==> src/rtl/nvs_pkg.sv <==
package nvs_pkg;

    typedef enum logic [1:0] {
        ST_IDLE  = 2'd0,
        ST_DRAIN = 2'd1,
        ST_STORE = 2'd2,
        ST_LOCK  = 2'd3
    } seq_state_e;

    typedef struct packed {
        logic rd_ok;
        logic wr_ok;
        logic pull;
    } access_t;

    // Which memory accesses each phase admits, and whether the wire is pulled.
    function automatic access_t access_of(seq_state_e s);
        access_t a;
        a.rd_ok = (s == ST_IDLE) || (s == ST_DRAIN);
        a.wr_ok = (s == ST_IDLE);
        a.pull  = (s == ST_STORE);
        return a;
    endfunction

    // Phase entered when the drain window closes.
    function automatic seq_state_e drain_exit(logic dirty, logic line_hi);
        if (dirty)
            return ST_STORE;
        else if (line_hi)
            return ST_IDLE;
        else
            return ST_LOCK;
    endfunction

endpackage

==> src/rtl/nvs_line_sync.sv <==
module nvs_line_sync #(
    parameter int SYNC_STAGES = 2
) (
    input  logic clk,
    input  logic rst,
    input  logic line_in,
    output logic line_hi,
    output logic line_fall
);
    localparam int CHAIN = SYNC_STAGES + 1;

    logic [CHAIN-1:0] chain_q;

    generate
        for (genvar i = 0; i < CHAIN; i++) begin : g_stage
            if (i == 0) begin : g_first
                always_ff @(posedge clk) begin
                    if (rst) chain_q[i] <= 1'b1;
                    else     chain_q[i] <= line_in;
                end
            end else begin : g_next
                always_ff @(posedge clk) begin
                    if (rst) chain_q[i] <= 1'b1;
                    else     chain_q[i] <= chain_q[i-1];
                end
            end
        end
    endgenerate

    assign line_hi   = chain_q[SYNC_STAGES-1];
    assign line_fall = chain_q[SYNC_STAGES] & ~chain_q[SYNC_STAGES-1];
endmodule

==> src/rtl/nvs_drain_timer.sv <==
module nvs_drain_timer #(
    parameter int DRAIN_CYCLES = 32
) (
    input  logic clk,
    input  logic rst,
    input  logic load,
    input  logic run,
    output logic expired
);
    localparam int CW = (DRAIN_CYCLES > 1) ? $clog2(DRAIN_CYCLES) : 1;
    localparam logic [CW-1:0] LOAD_VAL = CW'(DRAIN_CYCLES - 1);

    logic [CW-1:0] cnt_q;

    always_ff @(posedge clk) begin
        if (rst)
            cnt_q <= '0;
        else if (load)
            cnt_q <= LOAD_VAL;
        else if (run && cnt_q != '0)
            cnt_q <= cnt_q - 1'b1;
    end

    assign expired = (cnt_q == '0);
endmodule

==> src/rtl/nvs_dirty_track.sv <==
module nvs_dirty_track (
    input  logic clk,
    input  logic rst,
    input  logic mark,
    input  logic clear,
    output logic dirty
);
    logic dirty_q;

    always_ff @(posedge clk) begin
        if (rst)
            dirty_q <= 1'b0;
        else if (mark)
            dirty_q <= 1'b1;
        else if (clear)
            dirty_q <= 1'b0;
    end

    assign dirty = dirty_q;
endmodule

==> src/rtl/nvs_seq_fsm.sv <==
module nvs_seq_fsm
    import nvs_pkg::*;
(
    input  logic       clk,
    input  logic       rst,
    input  logic       line_fall,
    input  logic       line_hi,
    input  logic       sw_trig,
    input  logic       drain_expired,
    input  logic       dirty,
    input  logic       store_done,
    output seq_state_e state,
    output logic       timer_load,
    output logic       timer_run,
    output logic       store_start,
    output logic       store_finish
);
    seq_state_e state_q, state_d;
    logic       start_q;

    always_comb begin
        state_d = state_q;
        unique case (state_q)
            ST_IDLE:  if (line_fall || sw_trig) state_d = ST_DRAIN;
            ST_DRAIN: if (drain_expired) state_d = drain_exit(dirty, line_hi);
            ST_STORE: if (store_done) state_d = ST_LOCK;
            ST_LOCK:  if (line_hi) state_d = ST_IDLE;
            default:  state_d = ST_IDLE;
        endcase
    end

    always_ff @(posedge clk) begin
        if (rst) begin
            state_q <= ST_IDLE;
            start_q <= 1'b0;
        end else begin
            state_q <= state_d;
            start_q <= (state_q == ST_DRAIN) && (state_d == ST_STORE);
        end
    end

    assign state        = state_q;
    assign timer_load   = (state_q == ST_IDLE) && (line_fall || sw_trig);
    assign timer_run    = (state_q == ST_DRAIN);
    assign store_start  = start_q;
    assign store_finish = (state_q == ST_STORE) && store_done;
endmodule

==> src/rtl/nvs_store_ctrl.sv <==
module nvs_store_ctrl
    import nvs_pkg::*;
#(
    parameter int DRAIN_CYCLES = 32,
    parameter int SYNC_STAGES  = 2
) (
    input  logic clk,
    input  logic rst,
    input  logic line_in,
    output logic line_pull,
    input  logic rd_req,
    output logic rd_gnt,
    input  logic wr_req,
    output logic wr_gnt,
    input  logic sw_trig,
    input  logic recall_done,
    output logic store_start,
    input  logic store_done
);
    logic       line_hi, line_fall;
    logic       drain_expired, dirty_q;
    logic       timer_load, timer_run, store_finish;
    seq_state_e state;
    access_t    acc;

    nvs_line_sync #(.SYNC_STAGES(SYNC_STAGES)) u_sync (
        .clk       (clk),
        .rst       (rst),
        .line_in   (line_in),
        .line_hi   (line_hi),
        .line_fall (line_fall)
    );

    nvs_drain_timer #(.DRAIN_CYCLES(DRAIN_CYCLES)) u_timer (
        .clk     (clk),
        .rst     (rst),
        .load    (timer_load),
        .run     (timer_run),
        .expired (drain_expired)
    );

    nvs_seq_fsm u_fsm (
        .clk           (clk),
        .rst           (rst),
        .line_fall     (line_fall),
        .line_hi       (line_hi),
        .sw_trig       (sw_trig),
        .drain_expired (drain_expired),
        .dirty         (dirty_q),
        .store_done    (store_done),
        .state         (state),
        .timer_load    (timer_load),
        .timer_run     (timer_run),
        .store_start   (store_start),
        .store_finish  (store_finish)
    );

    assign acc       = access_of(state);
    assign rd_gnt    = rd_req & acc.rd_ok;
    assign wr_gnt    = wr_req & acc.wr_ok;
    assign line_pull = acc.pull;

    nvs_dirty_track u_dirty (
        .clk   (clk),
        .rst   (rst),
        .mark  (wr_gnt),
        .clear (store_finish | recall_done),
        .dirty (dirty_q)
    );
endmodule

==> config.mk <==
export PLATFORM = sky130hd
export DESIGN_NAME = nvs_store_ctrl
export DESIGN_NICKNAME = d
export VERILOG_FILES = /design/src/rtl/nvs_pkg.sv /design/src/rtl/nvs_line_sync.sv /design/src/rtl/nvs_drain_timer.sv /design/src/rtl/nvs_dirty_track.sv /design/src/rtl/nvs_seq_fsm.sv /design/src/rtl/nvs_store_ctrl.sv
export SDC_FILE = /design/constraint.sdc
export NUM_CORES = 1
export LEC_CHECK = 0
export ABC_AREA = 1
export BUFFER_PORTS_ARGS = -buffer_cell sky130_fd_sc_hd__buf_2
export CAP_MARGIN = 10
export CORE_AREA = 3 3 40 42
export DETAILED_ROUTE_END_ITERATION = 7
export DIE_AREA = 0 0 43 45
export PLACE_DENSITY = 0.66
export SYNTH_ARGS = -nofsm -noshare
export SYNTH_HDL_FRONTEND = slang
export SYNTH_SLANG_ARGS = --single-unit
==> constraint.sdc <==
create_clock -name clk -period 2.4 [get_ports clk]
set_input_delay 0.36 -clock clk [delete_from_list [all_inputs] [get_ports clk]]
set_output_delay 0.36 -clock clk [all_outputs]
set_load 0.05 [all_outputs]
; ---- After elaboration in Yosys (flattened, before gate mapping)
; Index checks and enable logic that the tools add are counted.
[word_totals]
latchBits = 0
ff_bits = 12
in_bits = 8
memories = 0
mem_bits_ro = 0
output_inout_bits = 4
ramBits = 0
elab_cells = 39
[op_classes]
addsub = 1
muxes = 11
n_reduce_logical = 11
shift = 0
eq_ne = 4
div = 0
bitwise = 5
n_lt_le_gt_ge = 0
n_mul = 0
[op_table]
columns = op, n
row1 = 2-to-1 mux 2 bit, 6
row2 = 2-to-1 mux 5 bit, 2
row3 = case mux 2 bit (4 select lines), 1
row4 = "== test 2 bit, second input constant", 3
row5 = logical NOT 5 bit, 1
row6 = nonzero test 5 bit, 1
row7 = "subtractor 5 x 1 -> 5 bit, second input constant", 1
row8 = logical AND 1 bit, 4
row9 = nonzero test 2 bit, 2
row10 = AND 1 bit, 3
row11 = "== test 2 x 1 -> 1 bit, second input constant", 1
row12 = logical NOT 2 bit, 1
row13 = logical OR 1 bit, 2
row14 = 2-to-1 mux 1 bit, 2
row15 = NOT 1 bit, 1
row16 = bitwise OR 1 bit, 1

; ---- Depth between registers and ports, before layout
[logic_depth]
ltp_word = 7
depth_mapped = 9

; ---- By module
; A second synthesis with hierarchy kept.
[unflattened]
cells_unflattened = 102
area_unflattened_um2 = 649.4
[modules_own_cells]
columns = mod, cells_each, area_each_um2, instances
row1 = nvs_drain_timer, 45, 291.5, 1
row2 = nvs_seq_fsm, 32, 191.4, 1
row3 = nvs_line_sync, 12, 93.8, 1
row4 = nvs_dirty_track, 5, 40.0, 1
row5 = nvs_store_ctrl, 8, 32.5, 1

; ---- Worst setup path before layout
; OpenSTA, ideal clock, no wires.
[synth_timing]
path_type = input to output
startpoint = in rd_req
endpoint = out rd_gnt
t_required_ns = 2.040
arrival_time_ns = 1.026
path_slack_ns = 1.014
cell_stages = 2
path_cell_list = inv_1 > nor2_1
[synth_between]
elab_chain_len = 1
[synth_rtl]
columns = element, line_no
row1 = "start, declared", nvs_store_ctrl.sv:11  ; input logic rd_req,
row2 = AND 1 bit, nvs_store_ctrl.sv:59  ; assign rd_gnt = rd_req & acc.rd_ok;
row3 = "end, declared", nvs_store_ctrl.sv:12  ; output logic rd_gnt,
; Every way passes these cells.

; ---- Worst setup path in the final report
[layout_timing]
startpoint = reg u_fsm.state_q[1], in the netlist u_fsm.state[1]
endpoint = out wr_gnt
[layout_between]
elab_chain_len = 2
[layout_rtl]
columns = element, line_no
row1 = "start, declared", nvs_seq_fsm.sv:18  ; seq_state_e state_q, state_d;
row2 = "start signal, assigned", nvs_seq_fsm.sv:37  ; state_q <= state_d;
row3 = logical NOT 2 bit, nvs_pkg.sv:20  ; a.wr_ok = (s == ST_IDLE);
row4 = AND 1 bit, nvs_store_ctrl.sv:60  ; assign wr_gnt = wr_req & acc.wr_ok;
row5 = "end, declared", nvs_store_ctrl.sv:14  ; output logic wr_gnt,
; Every way passes these cells.

==> flow_summary.json <==
{
  "status": "finished, final reports clean",
  "core_area_sq_um": 1280,
  "grt_busiest_layer": "met2",
  "syn_inst": 85,
  "synth-edff-count": 0,
  "grt_pass1_wl_um": 2060,
  "clk_path_buf_depth": 2,
  "clock-sinks": 12,
  "grt_usage_pct": 14.5,
  "ys_ff_latch": 12,
  "htreeDepth": 1,
  "finalClockSkew_ps": 3.42,
  "clk_latency_ps": 280,
  "antenna_cells": 0,
  "yosys.area.top_type": "dfxtp_1",
  "fin_ws_ps": 824,
  "tightestPinTransition_ps": 251,
  "startpoint_type": "flop",
  "slowest_delay_ps": 360,
  "hold_viol": 0,
  "fin_cells": 114,
  "gr-usage-met3_pct": 4.38,
  "worstPathCellList": "nor2_1 > nand2_1 > inv_1 > buf_2",
  "die_x_um": 43,
  "finalHoldWorstSlack_ps": 266,
  "post_cts_resized": 0,
  "synth_area_leaders": "dfxtp_1 (41%), nand2_1 (16%), inv_1 (8.4%), nand3_1 (6.9%), a21oi_1 (5.2%)",
  "fin_crit_sh_pct": 65.6,
  "maxCapViolCount": 0,
  "root_buffer": "clkbuf_4",
  "overflow": 0,
  "syn_area_sq_um": 583,
  "critPathCaptureType": "primary output",
  "postCtsSetupRepairBufs": 0,
  "cellPowerDensity_nw_per_um2": 881,
  "num_rows": 13,
  "grt_pass1_vias": 485,
  "period_needed_ps": 1580,
  "die_h_um": 45,
  "gr-usage-met1_pct": 17.3,
  "grt_max_degree": 11,
  "async_flop_share_pct": 0,
  "gp_congestion": 0.821,
  "design_area_sq_um": 689,
  "syn-num-nets": 94,
  "cts_tree": "done",
  "use_met2_pct": 22.8,
  "synth_most_common_cell": "nand2_1",
  "crit_buf_inv": 2,
  "firstDrtPassIters": 4,
  "hold_buffers": 0,
  "crit_slowest_cell": "dfxtp_1",
  "ioPinCount": 12,
  "synth_area_per_cell_sq_um": 6.86,
  "pre_cts_ws_ps": 1130,
  "ys.warnings.count": 0,
  "hold_class": "in2reg",
  "ant_nets": 0,
  "clk_pin_slew_worst_paths_ps": 80,
  "crit_family": "flip-flops",
  "synth_ff_type": "dfxtp_1",
  "routed_wl_um": 1200,
  "synth_top_area_share_pct": 41.2,
  "required_ps": 2040,
  "via_count": 570,
  "drt_iter0_markers": 17,
  "critPathKind": "reg2out",
  "fin_util_pct": 53.7,
  "setup_viol": 0,
  "dp.cells": 110,
  "dieArea_sq_um": 1940,
  "ys_types": 17,
  "slew_headroom_pct": 83.4,
  "seq_area_frac_synth_pct": 41.2,
  "rsz0062_at_grt": "no",
  "syn_to_final_growth_pct": 18.2,
  "drive_gt1_share_pct": 23.2,
  "peakVddDrop_mv": 0.430,
  "cp_max_fo": 5,
  "cts_buffers": 3,
  "grt_antenna_before_repair": 0,
  "io_buffers": 11,
  "placed_area_sq_um": 653,
  "finalNetCount": 109,
  "final.setup.tns_ps": 0,
  "drc": 0,
  "critPathArrivalTime_ps": 1220,
  "leakage_nw": 0.367,
  "dp_hpwl_um": 872,
  "report.final.slew_viol_count": 0,
  "r2r_setup_slack_ps": 1100,
  "synth_common_cells": "nand2_1 (25), inv_1 (13), dfxtp_1 (12), nand3_1 (8), nor2_1 (8)",
  "power.total_mw": 0.607,
  "routed_via_density": 5.00,
  "wire_per_inst_um": 10.6,
  "fmax_mhz": 635,
  "start_util_pct": 45.4
}
## cells in the final DEF, fill, tap and decap left out, drive strengths merged
| cell type | n |
|---|---|
| a21oi | 7 |
| buf | 11 |
| clkbuf | 4 |
| dfxtp | 12 |
| ha | 1 |
| inv | 13 |
| nand2 | 28 |
| nand3 | 8 |
| nand3b | 1 |
| nor2 | 10 |
| o21ai | 1 |
| or2 | 2 |
| xnor2 | 1 |
## power breakdown
part	switching (mW)	leakage (nW)	internal (mW)
combinational	0.121	0.247	0.0717
clock	0.0723	0.0210	0.0923
sequential	0.0249	0.0992	0.225
## sequential cells by signal (all words and copies together), names as in the netlist
name,cells
u_timer.cnt_q,5
u_dirty.dirty,1
u_fsm.store_start,1
u_sync.line_hi,1
u_fsm.state,2
u_sync.chain_q,2
## path summary, 6_finish.rpt
| kind | start | end | depth (start not counted) |
|---|---|---|---|
| max | u_fsm.state[1]$_SDFF_PP0_ | wr_gnt | 4 |
| min | line_in | u_sync.chain_q[0]$_SDFF_PP1_ | 2 |
| max reg2reg | u_timer.cnt_q[0]$_SDFFE_PP0P_ | u_fsm.store_start$_SDFF_PP0_ | 6 |
| min reg2reg | u_sync.chain_q[0]$_SDFF_PP1_ | u_sync.line_hi$_SDFF_PP1_ | 1 |
## layer usage
layer / wire (um) / vias up
met2: 571 / 23
li1: - / 290
met4: 22 / 0
met3: 94 / 4
met5: 0 / -
met1: 515 / 253
## area by class of cell
cell class                      instances  area, sq um
Timing Repair Buffer                   11         55.1
Tap cell                               15         18.8
Fill cell                             131          596
Multi-Input combinational cell         59          290
Sequential cell                        12          240
Clock buffer                            4         36.3
Inverter                               13         48.8
## logic make-up after synthesis
family | count (synthesis) | synth area share [%]
and+or+nand+nor | 49 | 38.6
xor gates and xnor gates | 1 | 1.50
buffers and inverters | 14 | 9.01
AOI/OAI and AO/OA | 8 | 7.51
adders and majority gates | 1 | 2.15
DFF | 12 | 41.2
Power figures use the tool's default switching activity.
